===== src/rtl/mt_pkg.sv =====
package mt_pkg;
    localparam int unsigned AW = 5;
    localparam logic [AW-1:0] A_COUNT  = 5'h10;
    localparam logic [AW-1:0] A_STATUS = 5'h14;
    localparam logic [AW-1:0] A_WDARM  = 5'h18;
    localparam logic [AW-1:0] A_MASK   = 5'h1C;

    typedef enum logic [1:0] {
        WD_OFF   = 2'd0,
        WD_ARMED = 2'd1,
        WD_FIRE  = 2'd2
    } wd_state_t;
endpackage


===== src/rtl/mt_counter.sv =====
module mt_counter #(
    parameter int unsigned W = 32
) (
    input  logic         clk,
    input  logic         rst_n,
    input  logic         tick_en,
    input  logic         load,
    input  logic [W-1:0] load_val,
    output logic [W-1:0] count
);
    always_ff @(posedge clk) begin
        if (!rst_n)       count <= '0;
        else if (load)    count <= load_val;
        else if (tick_en) count <= count + W'(1);
    end

    p_hold_r2: assert property (@(posedge clk) disable iff (!rst_n)
        (!tick_en && !load) |=> $stable(count));
    p_step_r2: assert property (@(posedge clk) disable iff (!rst_n)
        (tick_en && !load) |=> (count == $past(count) + W'(1)));
    p_load_r3: assert property (@(posedge clk) disable iff (!rst_n)
        load |=> (count == $past(load_val)));
endmodule


===== src/rtl/mt_channel.sv =====
module mt_channel #(
    parameter int unsigned W = 32
) (
    input  logic         clk,
    input  logic         rst_n,
    input  logic         tick_en,
    input  logic [W-1:0] count,
    input  logic         wr_cmp,
    input  logic [W-1:0] wdata,
    input  logic         clr,
    output logic [W-1:0] cmp_q,
    output logic         flag,
    output logic         hit
);
    assign hit = tick_en && (count == cmp_q);

    always_ff @(posedge clk) begin
        if (!rst_n)      cmp_q <= '0;
        else if (wr_cmp) cmp_q <= wdata;
    end

    always_ff @(posedge clk) begin
        if (!rst_n)   flag <= 1'b0;
        else if (hit) flag <= 1'b1;
        else if (clr) flag <= 1'b0;
    end

    p_set_r5: assert property (@(posedge clk) disable iff (!rst_n)
        hit |=> flag);
    p_sticky_r6: assert property (@(posedge clk) disable iff (!rst_n)
        (flag && !clr) |=> flag);
endmodule


===== src/rtl/mt_watchdog.sv =====
module mt_watchdog (
    input  logic clk,
    input  logic rst_n,
    input  logic arm_req,
    input  logic hit,
    output logic armed,
    output logic req
);
    import mt_pkg::*;

    wd_state_t state, nxt;

    always_ff @(posedge clk) begin
        if (!rst_n) state <= WD_OFF;
        else        state <= nxt;
    end

    always_comb begin
        nxt = state;
        unique case (state)
            WD_OFF:   if (arm_req) nxt = WD_ARMED;
            WD_ARMED: if (hit)     nxt = WD_FIRE;
            WD_FIRE:               nxt = WD_ARMED;
            default:               nxt = WD_OFF;
        endcase
    end

    always_comb begin
        armed = (state != WD_OFF);
        req   = (state == WD_FIRE);
    end

    p_arm_hold_r8: assert property (@(posedge clk) disable iff (!rst_n)
        armed |=> armed);
    p_fire_cause_r9: assert property (@(posedge clk) disable iff (!rst_n)
        $rose(req) |-> $past(hit));
endmodule


===== src/rtl/match_timer.sv =====
module match_timer #(
    parameter int unsigned W     = 32,
    parameter int unsigned NCH   = 4
) (
    input  logic         clk,
    input  logic         rst_n,
    input  logic         tick_en,
    input  logic         bus_sel,
    input  logic         bus_wr,
    input  logic [4:0]   bus_addr,
    input  logic [31:0]  bus_wdata,
    output logic [31:0]  bus_rdata,
    output logic [3:0]   irq_ch,
    output logic         irq_any,
    output logic         wd_reset_req
);
    import mt_pkg::*;

    localparam int unsigned WD_CH = NCH - 1;

    logic           wr_go;
    logic [W-1:0]   count;
    logic [W-1:0]   cmp_q [NCH];
    logic [NCH-1:0] flag, hit, wr_cmp, mask;
    logic           wd_armed;

    assign wr_go = bus_sel && bus_wr;

    mt_counter #(.W(W)) u_count (
        .clk(clk), .rst_n(rst_n), .tick_en(tick_en),
        .load(wr_go && bus_addr == A_COUNT),
        .load_val(bus_wdata), .count(count)
    );

    for (genvar i = 0; i < NCH; i++) begin : g_ch
        assign wr_cmp[i] = wr_go && (bus_addr == 5'(4 * i));
        mt_channel #(.W(W)) u_ch (
            .clk(clk), .rst_n(rst_n), .tick_en(tick_en), .count(count),
            .wr_cmp(wr_cmp[i]), .wdata(bus_wdata),
            .clr(wr_go && bus_addr == A_STATUS && bus_wdata[i]),
            .cmp_q(cmp_q[i]), .flag(flag[i]), .hit(hit[i])
        );
    end

    always_ff @(posedge clk) begin
        if (!rst_n)                           mask <= '0;
        else if (wr_go && bus_addr == A_MASK) mask <= bus_wdata[NCH-1:0];
    end

    mt_watchdog u_wd (
        .clk(clk), .rst_n(rst_n),
        .arm_req(wr_go && bus_addr == A_WDARM && bus_wdata[0]),
        .hit(hit[WD_CH]), .armed(wd_armed), .req(wd_reset_req)
    );

    always_comb begin
        bus_rdata = '0;
        for (int i = 0; i < NCH; i++)
            if (bus_addr == 5'(4 * i)) bus_rdata = cmp_q[i];
        case (bus_addr)
            A_COUNT:  bus_rdata = count;
            A_STATUS: bus_rdata = 32'(flag);
            A_WDARM:  bus_rdata = 32'(wd_armed);
            A_MASK:   bus_rdata = 32'(mask);
            default:  ;
        endcase
    end

    assign irq_ch  = flag & mask;
    assign irq_any = |irq_ch;

    p_irq_follow_r7: assert property (@(posedge clk) disable iff (!rst_n)
        (irq_any == (|(flag & mask))));
endmodule


===== config.mk =====
export PLATFORM = sky130hd
export DESIGN_NAME = match_timer
export DESIGN_NICKNAME = d
export VERILOG_FILES = /design/src/rtl/mt_pkg.sv /design/src/rtl/mt_counter.sv /design/src/rtl/mt_channel.sv /design/src/rtl/mt_watchdog.sv /design/src/rtl/match_timer.sv
export SDC_FILE = /design/constraint.sdc
export NUM_CORES = 1
export LEC_CHECK = 0
export ABC_AREA = 1
export BUFFER_PORTS_ARGS = -buffer_cell sky130_fd_sc_hd__buf_4
export CORE_AREA = 2 2 169 171
export DETAILED_ROUTE_END_ITERATION = 10
export DIE_AREA = 0 0 171 173
export PLACE_DENSITY = 0.58
export SLEW_MARGIN = 20
export SYNTH_ARGS = -nofsm -noshare
export SYNTH_HDL_FRONTEND = slang
export SYNTH_SLANG_ARGS = --single-unit
export TNS_END_PERCENT = 1

===== constraint.sdc =====
create_clock -name clk -period 1.6 [get_ports clk]
set_input_delay 0.32 -clock clk [delete_from_list [all_inputs] [get_ports clk]]
set_output_delay 0.32 -clock clk [all_outputs]
set_load 0.005 [all_outputs]

# --- After elaboration in Yosys (flattened, before gate mapping) ---
# Cells that the tools add are included.
# Widths: inputs -> output; s select.
word_totals:
  ff_bits: 170
  latchBits: 0
  ram_bits: 0
  rom_bits: 0
  input_bits: 42
  out_inout_bits: 38
  word_cells: 74
  memories: 0
op_classes:
  n_addsub: 1
  multipliers: 0
  div: 0
  n_lt_le_gt_ge: 0
  eq_ne: 15
  shifts: 0
  mux: 18
  bitwise_logic: 1
  reduce_logical: 28
op_table:
  columns: ["cell", "count"]
  rows:
  - ["$mux 32", 6]
  - ["$eq 32x32->1", 4]
  - ["$pmux 32 s4", 1]
  - ["$add 32x1->32 const B", 1]
  - ["$eq 5x5->1 const B", 4]
  - ["$logic_and 1x1->1", 18]
  - ["$reduce_bool 2->1", 6]
  - ["$eq 5x4->1 const B", 2]
  - ["$mux 1", 8]
  - ["$pmux 2 s3", 1]
  - ["$eq 5x3->1 const B", 1]
  - ["$logic_not 5->1", 1]
  - ["$and 4x4->4", 1]
  - ["$mux 2", 2]
  - ["$reduce_or 4->1", 1]
  - ["$eq 2x1->1 const B", 1]
  - ["$eq 2x2->1 const B", 1]
  - ["$logic_not 2->1", 1]
  - ["$ne 2x1->1 const B", 1]
  - ["$ne 2x2->1 const B", 1]
  - ["$reduce_and 2->1", 1]

# --- Depth between registers and ports, before layout ---
# Gate-level depths: netlist of run 1.
depth:
  word_depth: 6
  depth_mapped: 12
  mapped_depth_nobuf: 12

# --- Modules after synthesis ---
# Synthesis of run 1 repeated with hierarchy kept, for this count alone.
unflattened:
  hier_cells: 1985
  hier_area_um2: 11760.0
modules_own_cells:
  columns: ["mod", "instances", "cells_per_inst", "area_each_um2", "seq_area_each_um2"]
  rows:
  - ["mt_channel", 4, 308, 1898.1, 660.6]
  - ["mt_counter", 1, 339, 2164.6, 640.6]
  - ["match_timer", 1, 401, 1916.8, 80.1]
  - ["mt_watchdog", 1, 13, 86.3, 40.0]

# --- Worst setup path after synthesis of run 1 ---
# Ideal clock, no wire load.
synth_path:
  path_type: "input to output"
  from: "input bus_addr[1]"
  to: "output bus_rdata[22]"
  arrival_ns: 1.208
  t_required_ns: 1.280
  setup_slack_ns: 0.072
  path_stages: 10
  n_path_buf: 1
  cell_sequence: "inv_1 -> nand2_2 -> nor2_1 -> nand2_2 -> inv_2 -> buf_4 -> nand2_1 -> o21ai_1 -> a21oi_1 -> o211ai_1"
synth_via:
  elab_chain_cells: 6
  elab_cells_between_ends: 13
synth_rtl:
  columns: ["element", "line_no", "text"]
  rows:
  - ["start: declaration", "match_timer.sv:10", "input logic [4:0] bus_addr,"]
  - ["$logic_not 5->1", "match_timer.sv:59", "if (bus_addr == 5'(4 * i)) bus_rdata = cmp_q[i];"]
  - ["$mux 32 (4 in series)", "match_timer.sv:59", null]
  - ["$pmux 32 s4 (*)", "match_timer.sv:60", "case (bus_addr)"]
  - ["end: declaration", "match_timer.sv:12", "output logic [31:0] bus_rdata,"]
# Every way passes the cells marked *; elsewhere a longest branch is shown, timed or not.

# --- Worst setup path after layout of run 1 ---
layout_path:
  from: "register u_count.count[3]"
  to: "output bus_rdata[3]"
layout_via:
  elab_chain_cells: 1
layout_rtl:
  columns: ["element", "line_no", "text"]
  rows:
  - ["start: declaration", "mt_counter.sv:9", "output logic [W-1:0] count"]
  - ["start signal: assignment", "mt_counter.sv:13", "else if (load) count <= load_val;"]
  - ["start signal: assignment", "mt_counter.sv:14", "else if (tick_en) count <= count + W'(1);"]
  - ["$pmux 32 s4", "match_timer.sv:60", null]
# No other way between the ends.

==> results.sh, run 1 <==
export IMPL_maxCapViolations=0
export IMPL_drv_slew=0
export IMPL_die_area_sq_um=29600
export IMPL_yosysWarningCount=0
export IMPL_synth_seq_cells=170
export IMPL_p_total_mw=9.47
export IMPL_slew_headroom_pct=72.5
export IMPL_grt_pass1_vias=10400
export IMPL_grt_remaining_overflow=0
export IMPL_async_reset_ff_share_pct=0
export IMPL_power_leakage_nw=5.51
export IMPL_drc_errors=0
export IMPL_ys_types=41
export IMPL_cp_slowest_stage_delay_ns=0.33
export IMPL_synth_top_area_share_pct=34.7
export IMPL_hold_class="in -> reg"
export IMPL_die_h_microns=173
export IMPL_worstMarginPinSlew_ns=0.410
export IMPL_area_growth_pct=32.7
export IMPL_fin_crit_ns=1.87
export IMPL_synth_edf_count=0
export IMPL_timing_final_ws_setup_ns=-0.268
export IMPL_most_common_layout_cells="281 x nand2_1, 199 x buf_4, 166 x a21oi_1, 146 x dfxtp_1, 135 x inv_1"
export IMPL_fin_crit_sh_pct=117
export IMPL_crit_required_ns=1.28
export IMPL_final_common_cell="nand2_1"
export IMPL_grt_antenna_before_repair=0
export IMPL_gp_congestion=1.04
export IMPL_dp_cells=1983
export IMPL_dr_total_vias=10800
export IMPL_routed_wl_mm=39.6
export IMPL_crit_slowest_cell="dfxtp_2"
export IMPL_final_setup_tns_ns=-4.99
export IMPL_critical_path_max_fanout=2
export IMPL_final_area_sq_um=13000
export IMPL_cts_max_level=4
export IMPL_rows=61
export IMPL_endpoint_kind="primary output"
export IMPL_clock_sinks=170
export IMPL_cp_start_kind="flip-flop"
export IMPL_clock_path_buffers=2
export IMPL_finalSetupViolCount=39
export IMPL_dr_pass1_iters=5
export IMPL_avgRoutedWirePerCell_microns=19.6
export IMPL_layout_drive_gt1_share_pct=25.9
export IMPL_rsz0062_at_grt="true"
export IMPL_worst_path_buf_inv=3
export IMPL_design_core_area_sq_um=27600
export IMPL_hold_viol_final=0
export IMPL_fin_skew_ns=0.0102
export IMPL_grt_pass1_wl_mm=60.6
export IMPL_multi_input_area_sq_um=5610
export IMPL_seqCellArea_sq_um=3450
export IMPL_yosys_top_cells_area="dfxtp_1 35%, nand2_1 11%, a21oi_1 9.0%, inv_1 5.6%, o21ai_0 4.9%"
export IMPL_r2r_slack_ns=-0.06
export IMPL_synth_flop_cell="dfxtp_1"
export IMPL_place_area_sq_um=11800
export IMPL_nets=1678
export IMPL_cts_made_buffers=17
export IMPL_vias_per_cell=5.35
export IMPL_outcome="complete, but fails checks"
export IMPL_final_cells=2025
export IMPL_globalRouteTotalUtil_pct=26.6
export IMPL_ys_seq_area_share_pct=34.7
export IMPL_drtIter0Drc=980
export IMPL_worst_endpoint_arrival_ns=1.55
export IMPL_max_freq_mhz=535
export IMPL_root_buffer="clkbuf_16"
export IMPL_portBuffers=79
export IMPL_ant_nets=0
export IMPL_dpl_hpwl_mm=29.3
export IMPL_fillCellCount=2838
export IMPL_p_per_area_nw_per_um2=727
export IMPL_postCtsHoldBufs=0
export IMPL_path_delay_family="compound AO/OA/AOI/OAI gates"
export IMPL_synth_area_leader_cell="dfxtp_1"
export IMPL_grt_max_degree=72
export IMPL_critical_path_class="reg -> out"
export IMPL_syn_nets=1510
export IMPL_synth_cells=1467
export IMPL_diodes=0
export IMPL_tritoncts="done"
export IMPL_die_x_microns=171
export IMPL_syn_area_sq_um=9810
export IMPL_synth_avg_cell_area_sq_um=6.69
export IMPL_crit_chain="inv_2 -> buf_6 -> nor2_4 -> a221oi_2 -> o211ai_1 -> buf_4"
export IMPL_violations="setup timing"
export IMPL_peakVddDrop_uv=654
export IMPL_path_clk_slew_ns=0.07
export IMPL_initial_utilization_pct=35.5
export IMPL_io_pins=80
export IMPL_clk_latency_ns=0.44
path summary, 6_finish.rpt:
kind	endpoint	depth (start not counted)	from
setup / recovery	bus_rdata[3]	6	u_count.count[3]
hold / removal	g_ch[1].u_ch.cmp_q[4]	3	bus_wdata[4]
hold reg to reg	g_ch[3].u_ch.cmp_q[12]	2	g_ch[3].u_ch.cmp_q[12]
setup reg to reg	u_count.count[16]	11	u_count.count[1]
synthesized netlist by cell type, types with 5 or more instances:
cell type and n:
a21oi_1 177, a22o_1 5, buf_2 33, buf_4 31, clkbuf_1 23, dfxtp_1 170, inv_1 147, inv_2 27
nand2_1 287, nand2_2 9, nand3_1 36, nand4_1 24, nor2_1 128, nor2_2 6, nor3_1 17, o211ai_1 14
o21ai_0 96, o21ai_1 84, o221ai_1 20, o22ai_1 40, xnor2_1 33, xor2_1 21
sequential cells by signal, summed over array words and instances, names as in the netlist:
name	flops
g_ch.u_ch.cmp_q	128
mask	4
u_wd.state	2
u_count.count	32
g_ch.u_ch.flag	4
area by class of cell:
class	count	area share, %
Clock buffer	18	3.37
Timing Repair Buffer	238	16.9
Sequential cell	170	26.5
Inverter	175	5.39
Multi-Input combinational cell	1033	43.1
Clock inverter	13	1.11
Tap cell	378	3.63
layer usage:
metal  vias to the layer above  GRT usage [%]  wire length (microns)
li1                       5211              -                      -
met1                      5046           35.6                  17200
met2                       475           41.6                  17600
met3                       107           4.28                   2930
met4                         0           12.8                   1890
met5                         -              0                      0
cell families (layout without fill, tap and decap cells):
logic type / after synthesis / after routing / share of synthesized area, %
AOI/OAI and AO/OA: 450 / 450 / 25.2
xor gates and xnor gates: 55 / 55 / 4.99
adders and majority gates: 1 / 1 / 0.128
buffers and inverters: 264 / 444 / 11.8
DFF: 170 / 170 / 34.7
and+or+nand+nor: 527 / 527 / 23.2
per-stage QoR:
step / worst slack (ns) / utilization (%) / hold slack [ns]
after floorplan: 0.0716 / - / 0.453
after global routing: -0.284 / 47.1 / 0.176
after detailed placement: -0.310 / 42.9 / 0.485
after CTS: -0.204 / 46.2 / 0.146
final: -0.268 / 47.1 / 0.160
after global placement: -0.318 / 42.9 / 0.470
worst register-to-register path: cells and delay by family, from the launching register on:
kind	cells	cell delay, ns
buffers and inverters	2	0.24
AND/OR/NAND/NOR	5	0.48
adder cells (fa/ha/maj)	1	0.19
flip-flops	1	0.33
AO/OA/AOI/OAI	3	0.36
power by group:
part / leakage, nW / total [mW] / switching, mW / internal [mW]
Sequential: 1.38 / 4.32 / 0.0485 / 4.27
Clock: 0.286 / 4.29 / 1.93 / 2.36
Combinational: 3.83 / 0.860 / 0.534 / 0.326
timing repair:
action,CTS,global route
gates resized for setup,88,65
setup buffers,8,2
setup endpoints to repair,44,60
pin swaps,13,8
gates cloned,1,0
(Power assumes the default switching activity.)
==> run 2, diff against run 1 <==
--- a/config.mk
+++ b/config.mk
@@ -10,6 +10,7 @@
 export CORE_AREA = 2 2 169 171
 export DETAILED_ROUTE_END_ITERATION = 10
 export DIE_AREA = 0 0 171 173
+export GPL_TIMING_DRIVEN = 0
 export PLACE_DENSITY = 0.58
 export SLEW_MARGIN = 20
 export SYNTH_ARGS = -nofsm -noshare
==> constraint.sdc (replaced) <==
create_clock -name clk -period 1.6 [get_ports clk]
set_input_delay 0.4 -clock clk [delete_from_list [all_inputs] [get_ports clk]]
set_output_delay 0.4 -clock clk [all_outputs]
set_load 0.005 [all_outputs]
==> results.sh, run 2 (synthesis results as in run 1) <==
export IMPL_outcome="complete, but fails checks"
export IMPL_violations="setup timing"
export IMPL_initial_utilization_pct=35.5
export IMPL_r2r_start="u_count.count[0]"
export IMPL_most_common_layout_cells="276 x nand2_1, 171 x a21oi_1, 164 x dfxtp_1, 138 x inv_1, 115 x buf_4"
export IMPL_gp_congestion=1.00
export IMPL_dr_pass1_iters=6
export IMPL_root_buffer="clkbuf_16"
export IMPL_fin_crit_sh_pct=130
export IMPL_nets=1623
export IMPL_largest_reg_flops=128
export IMPL_drc_errors=0
export IMPL_r2r_slack_ns=-0.22
export IMPL_grt_antenna_before_repair=0
export IMPL_globalRouteTotalUtil_pct=32.6
export IMPL_routed_wl_mm=48.8
export IMPL_crit_slowest_cell="clkbuf_16"
export IMPL_io_pins=80
export IMPL_die_area_sq_um=29600
export IMPL_p_per_area_nw_per_um2=776
export IMPL_clock_sinks=170
export IMPL_cp_start_kind="input port"
export IMPL_utilization_pct=44.4
export IMPL_fin_skew_ns=0.0131
export IMPL_dr_total_vias=11300
export IMPL_timing_final_ws_setup_ns=-0.483
export IMPL_hold_class="in -> reg"
export IMPL_min_to="g_ch[0].u_ch.cmp_q[12]"
export IMPL_design_core_area_sq_um=27600
export IMPL_layout_drive_gt1_share_pct=21.2
export IMPL_peakVddDrop_uv=628
export IMPL_clock_path_buffers=2
export IMPL_cts_made_buffers=17
export IMPL_power_leakage_nw=5.07
export IMPL_top_register="g_ch.u_ch.cmp_q"
export IMPL_rsz0062_at_grt="true"
export IMPL_grt_remaining_overflow=0
export IMPL_final_area_sq_um=12300
export IMPL_cts_max_level=4
export IMPL_die_h_microns=173
export IMPL_holdCritStartpoint="bus_wdata[12]"
export IMPL_diodes=0
export IMPL_postCtsHoldBufs=0
export IMPL_crit_chain="buf_4 -> nand2_2 -> nor2_4 -> nand2_4 -> clkinv_8 -> clkbuf_16 -> nand2_1 -> nand2_1 -> a21oi_2 -> o221ai_2 -> buf_4"
export IMPL_clk_latency_ns=0.45
export IMPL_critical_path_max_fanout=8
export IMPL_crit_required_ns=1.20
export IMPL_ant_nets=0
export IMPL_worstMarginPinSlew_ns=1.02
export IMPL_fin_crit_ns=2.08
export IMPL_hold_viol_final=0
export IMPL_final_setup_tns_ns=-17.15
export IMPL_tritoncts="done"
export IMPL_place_area_sq_um=10900
export IMPL_maxCapViolations=0
export IMPL_grt_pass1_wl_mm=70.4
export IMPL_endpoint_kind="primary output"
export IMPL_critical_path_class="in -> out"
export IMPL_area_growth_pct=25.2
export IMPL_max_freq_mhz=480
export IMPL_portBuffers=78
export IMPL_finalSetupViolCount=77
export IMPL_grt_pass1_vias=10500
export IMPL_rr_worst_depth=10
export IMPL_worst_endpoint_arrival_ns=1.68
export IMPL_r2r_end="u_count.count[17]"
export IMPL_drtIter0Drc=1417
export IMPL_p_total_mw=9.53
export IMPL_grt_max_degree=17
export IMPL_hold_path_depth=3
export IMPL_drv_slew=0
export IMPL_cp_slowest_stage_delay_ns=0.19
export IMPL_path_clk_slew_ns=0.07
export IMPL_rows=61
export IMPL_avgRoutedWirePerCell_microns=24.8
export IMPL_dpl_hpwl_mm=35.1
export IMPL_die_x_microns=171
export IMPL_slew_headroom_pct=31.8
export IMPL_top_regs="g_ch.u_ch.cmp_q x128, u_count.count x32"
export IMPL_final_common_cell="nand2_1"
export IMPL_vias_per_cell=5.71
## run 2: how the worst max path moves through the flow
stage	startpoint	to	slack, ns	depth (start not counted)
after floorplan	bus_addr[1]	bus_rdata[7]	-0.06	10
after global placement	bus_addr[1]	bus_rdata[6]	-1.04	11
after detailed placement	bus_addr[1]	bus_rdata[6]	-1.05	11
after CTS	bus_addr[0]	bus_rdata[6]	-0.44	10
after global routing	bus_addr[2]	bus_rdata[28]	-0.52	10
final	bus_addr[2]	bus_rdata[20]	-0.48	11
## run 2: critical path: cells and delay by family
family | cells | cell delay, ns
buf+inv | 4 | 0.61
simple gates | 5 | 0.40
compound gates | 2 | 0.24
## run 2: final cells by class
type,count,area (sq um)
Fill cell,3016,15400
Buffer,89,682
Multi-Input combinational cell,1033,5630
Inverter,175,721
Clock inverter,12,113
Sequential cell,170,3410
Tap cell,378,473
Clock buffer,20,467
Timing Repair Buffer,94,778
## run 2: routing by layer
layer | share of wire, % | GRT usage, % | up-vias | wire length [microns]
met4 | 6.1 | 15.9 | 0 | 2980
met2 | 43 | 48.9 | 674 | 20800
li1 | - | - | 5095 | -
met3 | 10 | 6.34 | 156 | 5080
met5 | 0 | 0 | - | 0
met1 | 41 | 44.6 | 5337 | 20000
## run 2: power by group
part	leakage (nW)	internal, mW	switching [mW]
Combinational	3.41	0.277	0.603
Clock	0.283	2.29	2.03
Sequential	1.37	4.27	0.0496
Total	5.07	6.84	2.69
## run 2: timing repair
| item | 4_1_cts | 5_1_grt |
|---|---|---|
| setup endpoints to repair | 77 | 101 |
| setup buffers | 10 | 4 |
| gates resized for setup | 151 | 39 |
| pin swaps | 10 | 9 |
| cloned | 1 | 1 |
## run 2: stage by stage
stage,setup slack [ns],cells,hold WS [ns]
after CTS,-0.440,1966,0.231
after global placement,-1.04,1923,0.475
final,-0.483,1971,0.221
after detailed placement,-1.05,1923,0.480
after floorplan,-0.0576,1467,0.453
after global routing,-0.516,1971,0.246
==> run 3, diff against run 2 <==
--- a/config.mk
+++ b/config.mk
@@ -7,11 +7,11 @@
 export LEC_CHECK = 0
 export ABC_AREA = 1
 export BUFFER_PORTS_ARGS = -buffer_cell sky130_fd_sc_hd__buf_4
-export CORE_AREA = 2 2 169 171
+export CORE_AREA = 2 2 160 162
 export DETAILED_ROUTE_END_ITERATION = 10
-export DIE_AREA = 0 0 171 173
+export DIE_AREA = 0 0 162 164
 export GPL_TIMING_DRIVEN = 0
-export PLACE_DENSITY = 0.58
+export PLACE_DENSITY = 0.63
 export SLEW_MARGIN = 20
 export SYNTH_ARGS = -nofsm -noshare
 export SYNTH_HDL_FRONTEND = slang
==> results.sh, run 3 (synthesis results as in run 1) <==
export IMPL_outcome="complete, but fails checks"
export IMPL_violations="setup timing"
export IMPL_slew_headroom_pct=32.6
export IMPL_finalSetupViolCount=69
export IMPL_grt_remaining_overflow=0
export IMPL_clock_path_buffers=2
export IMPL_switching_share_pct=27.5
export IMPL_layout_drive_gt1_share_pct=20.2
export IMPL_grt_pass1_wl_mm=68.7
export IMPL_dpl_hpwl_mm=34.6
export IMPL_top_regs="g_ch.u_ch.cmp_q x128, u_count.count x32"
export IMPL_die_h_microns=164
export IMPL_pre_cts_ws_ns=-1.01
export IMPL_critical_path_max_fanout=5
export IMPL_grt_pass1_vias=10500
export IMPL_max_freq_mhz=479
export IMPL_cp_startpoint="bus_addr[0]"
export IMPL_grt_busiest_layer="met2"
export IMPL_die_area_sq_um=26600
export IMPL_holdWs_ns=0.219
export IMPL_final_common_cell="nand2_1"
export IMPL_gp_congestion=1.04
export IMPL_pwr_share_comb_pct=8.9
export IMPL_clk_latency_ns=0.45
export IMPL_grt_use_met2_pct=55.0
export IMPL_cp_slowest_stage_delay_ns=0.20
export IMPL_nets=1624
export IMPL_clock_sinks=170
export IMPL_grtUsageMet3_pct=7.27
export IMPL_grt_antenna_before_repair=0
export IMPL_avgRoutedWirePerCell_microns=24.9
export IMPL_drv_slew=0
export IMPL_p_per_area_nw_per_um2=797
export IMPL_rows=58
export IMPL_initial_utilization_pct=39.5
export IMPL_path_delay_family="buffers and inverters"
export IMPL_vias_per_cell=5.84
export IMPL_cts_made_buffers=17
export IMPL_crit_required_ns=1.20
export IMPL_cp_start_kind="input port"
export IMPL_grtUsageMet1_pct=46.7
export IMPL_largest_reg_flops=128
export IMPL_holdCritStartpoint="bus_wdata[7]"
export IMPL_cts_max_level=4
export IMPL_die_x_microns=162
export IMPL_grt_max_degree=17
export IMPL_fin_crit_ns=2.09
export IMPL_top_register="g_ch.u_ch.cmp_q"
export IMPL_worstMarginPinSlew_ns=1.01
export IMPL_ant_nets=0
export IMPL_path_clk_slew_ns=0.08
export IMPL_design_core_area_sq_um=24800
export IMPL_io_pins=80
export IMPL_diodes=0
export IMPL_clkPwrFrac_pct=46.6
export IMPL_worst_endpoint_arrival_ns=1.69
export IMPL_power_internal_mw=7.04
export IMPL_crit_slowest_cell="a21oi_2"
export IMPL_maxCapViolations=0
export IMPL_power_leakage_nw=5.06
export IMPL_tritoncts="done"
export IMPL_peakVddDrop_uv=612
export IMPL_timing_final_ws_setup_ns=-0.487
export IMPL_critical_path_class="in -> out"
export IMPL_crit_chain="buf_8 -> inv_4 -> nand2_4 -> nor2_4 -> nand2_4 -> clkinv_8 -> buf_12 -> nand2_1 -> nand2_1 -> a21oi_2 -> o221ai_2 -> buf_4"
export IMPL_hold_viol_final=0
export IMPL_hold_class="in -> reg"
export IMPL_most_common_layout_cells="278 x nand2_1, 172 x a21oi_1, 164 x dfxtp_1, 143 x inv_1, 114 x nor2_1"
export IMPL_worst_path_buf_inv=5
export IMPL_switchingPower_mw=2.67
export IMPL_r2r_start="u_count.count[21]"
export IMPL_fin_skew_ns=0.0122
export IMPL_dr_pass1_iters=6
export IMPL_area_growth_pct=24.4
export IMPL_drc_errors=0
export IMPL_dr_total_vias=11200
export IMPL_globalRouteTotalUtil_pct=35.8
export IMPL_fin_crit_sh_pct=130
export IMPL_endpoint_kind="primary output"
export IMPL_routed_wl_mm=47.8
export IMPL_drtIter0Drc=1341
export IMPL_rsz0062_at_grt="true"
export IMPL_seqPwrFrac_pct=44.5
export IMPL_portBuffers=78
export IMPL_root_buffer="clkbuf_16"
export IMPL_fillCellCount=2585
## run 3: repair_timing
| action | CTS | global route |
|---|---|---|
| cloned | 2 | 0 |
| resized for setup | 86 | 85 |
| hold buffers | 0 | 0 |
| buffers inserted | 15 | 0 |
| pin swaps | 8 | 7 |
| endpoints found under the setup margin | 74 | 127 |
## run 3: metrics by stage
stage / TNS (ns) / cell area (sq um) / utilization, % / std cells / power, mW
final: -16.61 / 12200 / 49.2 / 1924 / 9.72
after global routing: -21.42 / 12200 / 49.2 / 1924 / 9.88
after CTS: -18.62 / 11900 / 48.1 / 1924 / 9.61
after detailed placement: -81.33 / 10800 / 43.6 / 1875 / 5.16
after global placement: -80.89 / 10800 / 43.6 / 1875 / 5.16
after floorplan: -0.813 / 9820 / - / 1467 / 4.79
## run 3: metal layers
metal	share of wire (%)	wire, microns	vias up
met4	6.1	2940	0
met3	10	4830	155
met2	43	20800	658
li1	-	-	5117
met1	40	19300	5300
met5	0	0	-
## run 3: path summary, 6_finish.rpt
path	depth (start not counted)	to	slack [ns]
worst max-delay path	12	bus_rdata[20]	-0.49
worst min register to register	2	g_ch[3].u_ch.cmp_q[8]	0.50
worst min-delay path	3	g_ch[1].u_ch.cmp_q[7]	0.22
worst max register to register	9	u_wd.state[0]	-0.36
## run 3: power groups by stage
stage | sequential, mW | combinational, mW | clock, mW
global placement | 4.41 | 0.745 | 0
floorplan | 4.40 | 0.385 | 0
detailed placement | 4.41 | 0.744 | 0
global route | 4.33 | 0.901 | 4.65
CTS | 4.32 | 0.808 | 4.49
finish | 4.32 | 0.868 | 4.53
## run 3: cell type report
type | instances | area [sq um] | area share [%]
Sequential cell | 170 | 3410 | 28.0
Timing Repair Buffer | 95 | 805 | 6.59
Buffer | 89 | 691 | 5.66
Clock inverter | 15 | 188 | 1.54
Multi-Input combinational cell | 1033 | 5550 | 45.5
Tap cell | 330 | 413 | 3.38
Inverter | 175 | 716 | 5.87
Clock buffer | 17 | 425 | 3.49
## run 3: worst min-delay path, cell delays in order
cell and delay [ns]:
buf_4 0.11, nor2_1 0.04, nor2_1 0.08
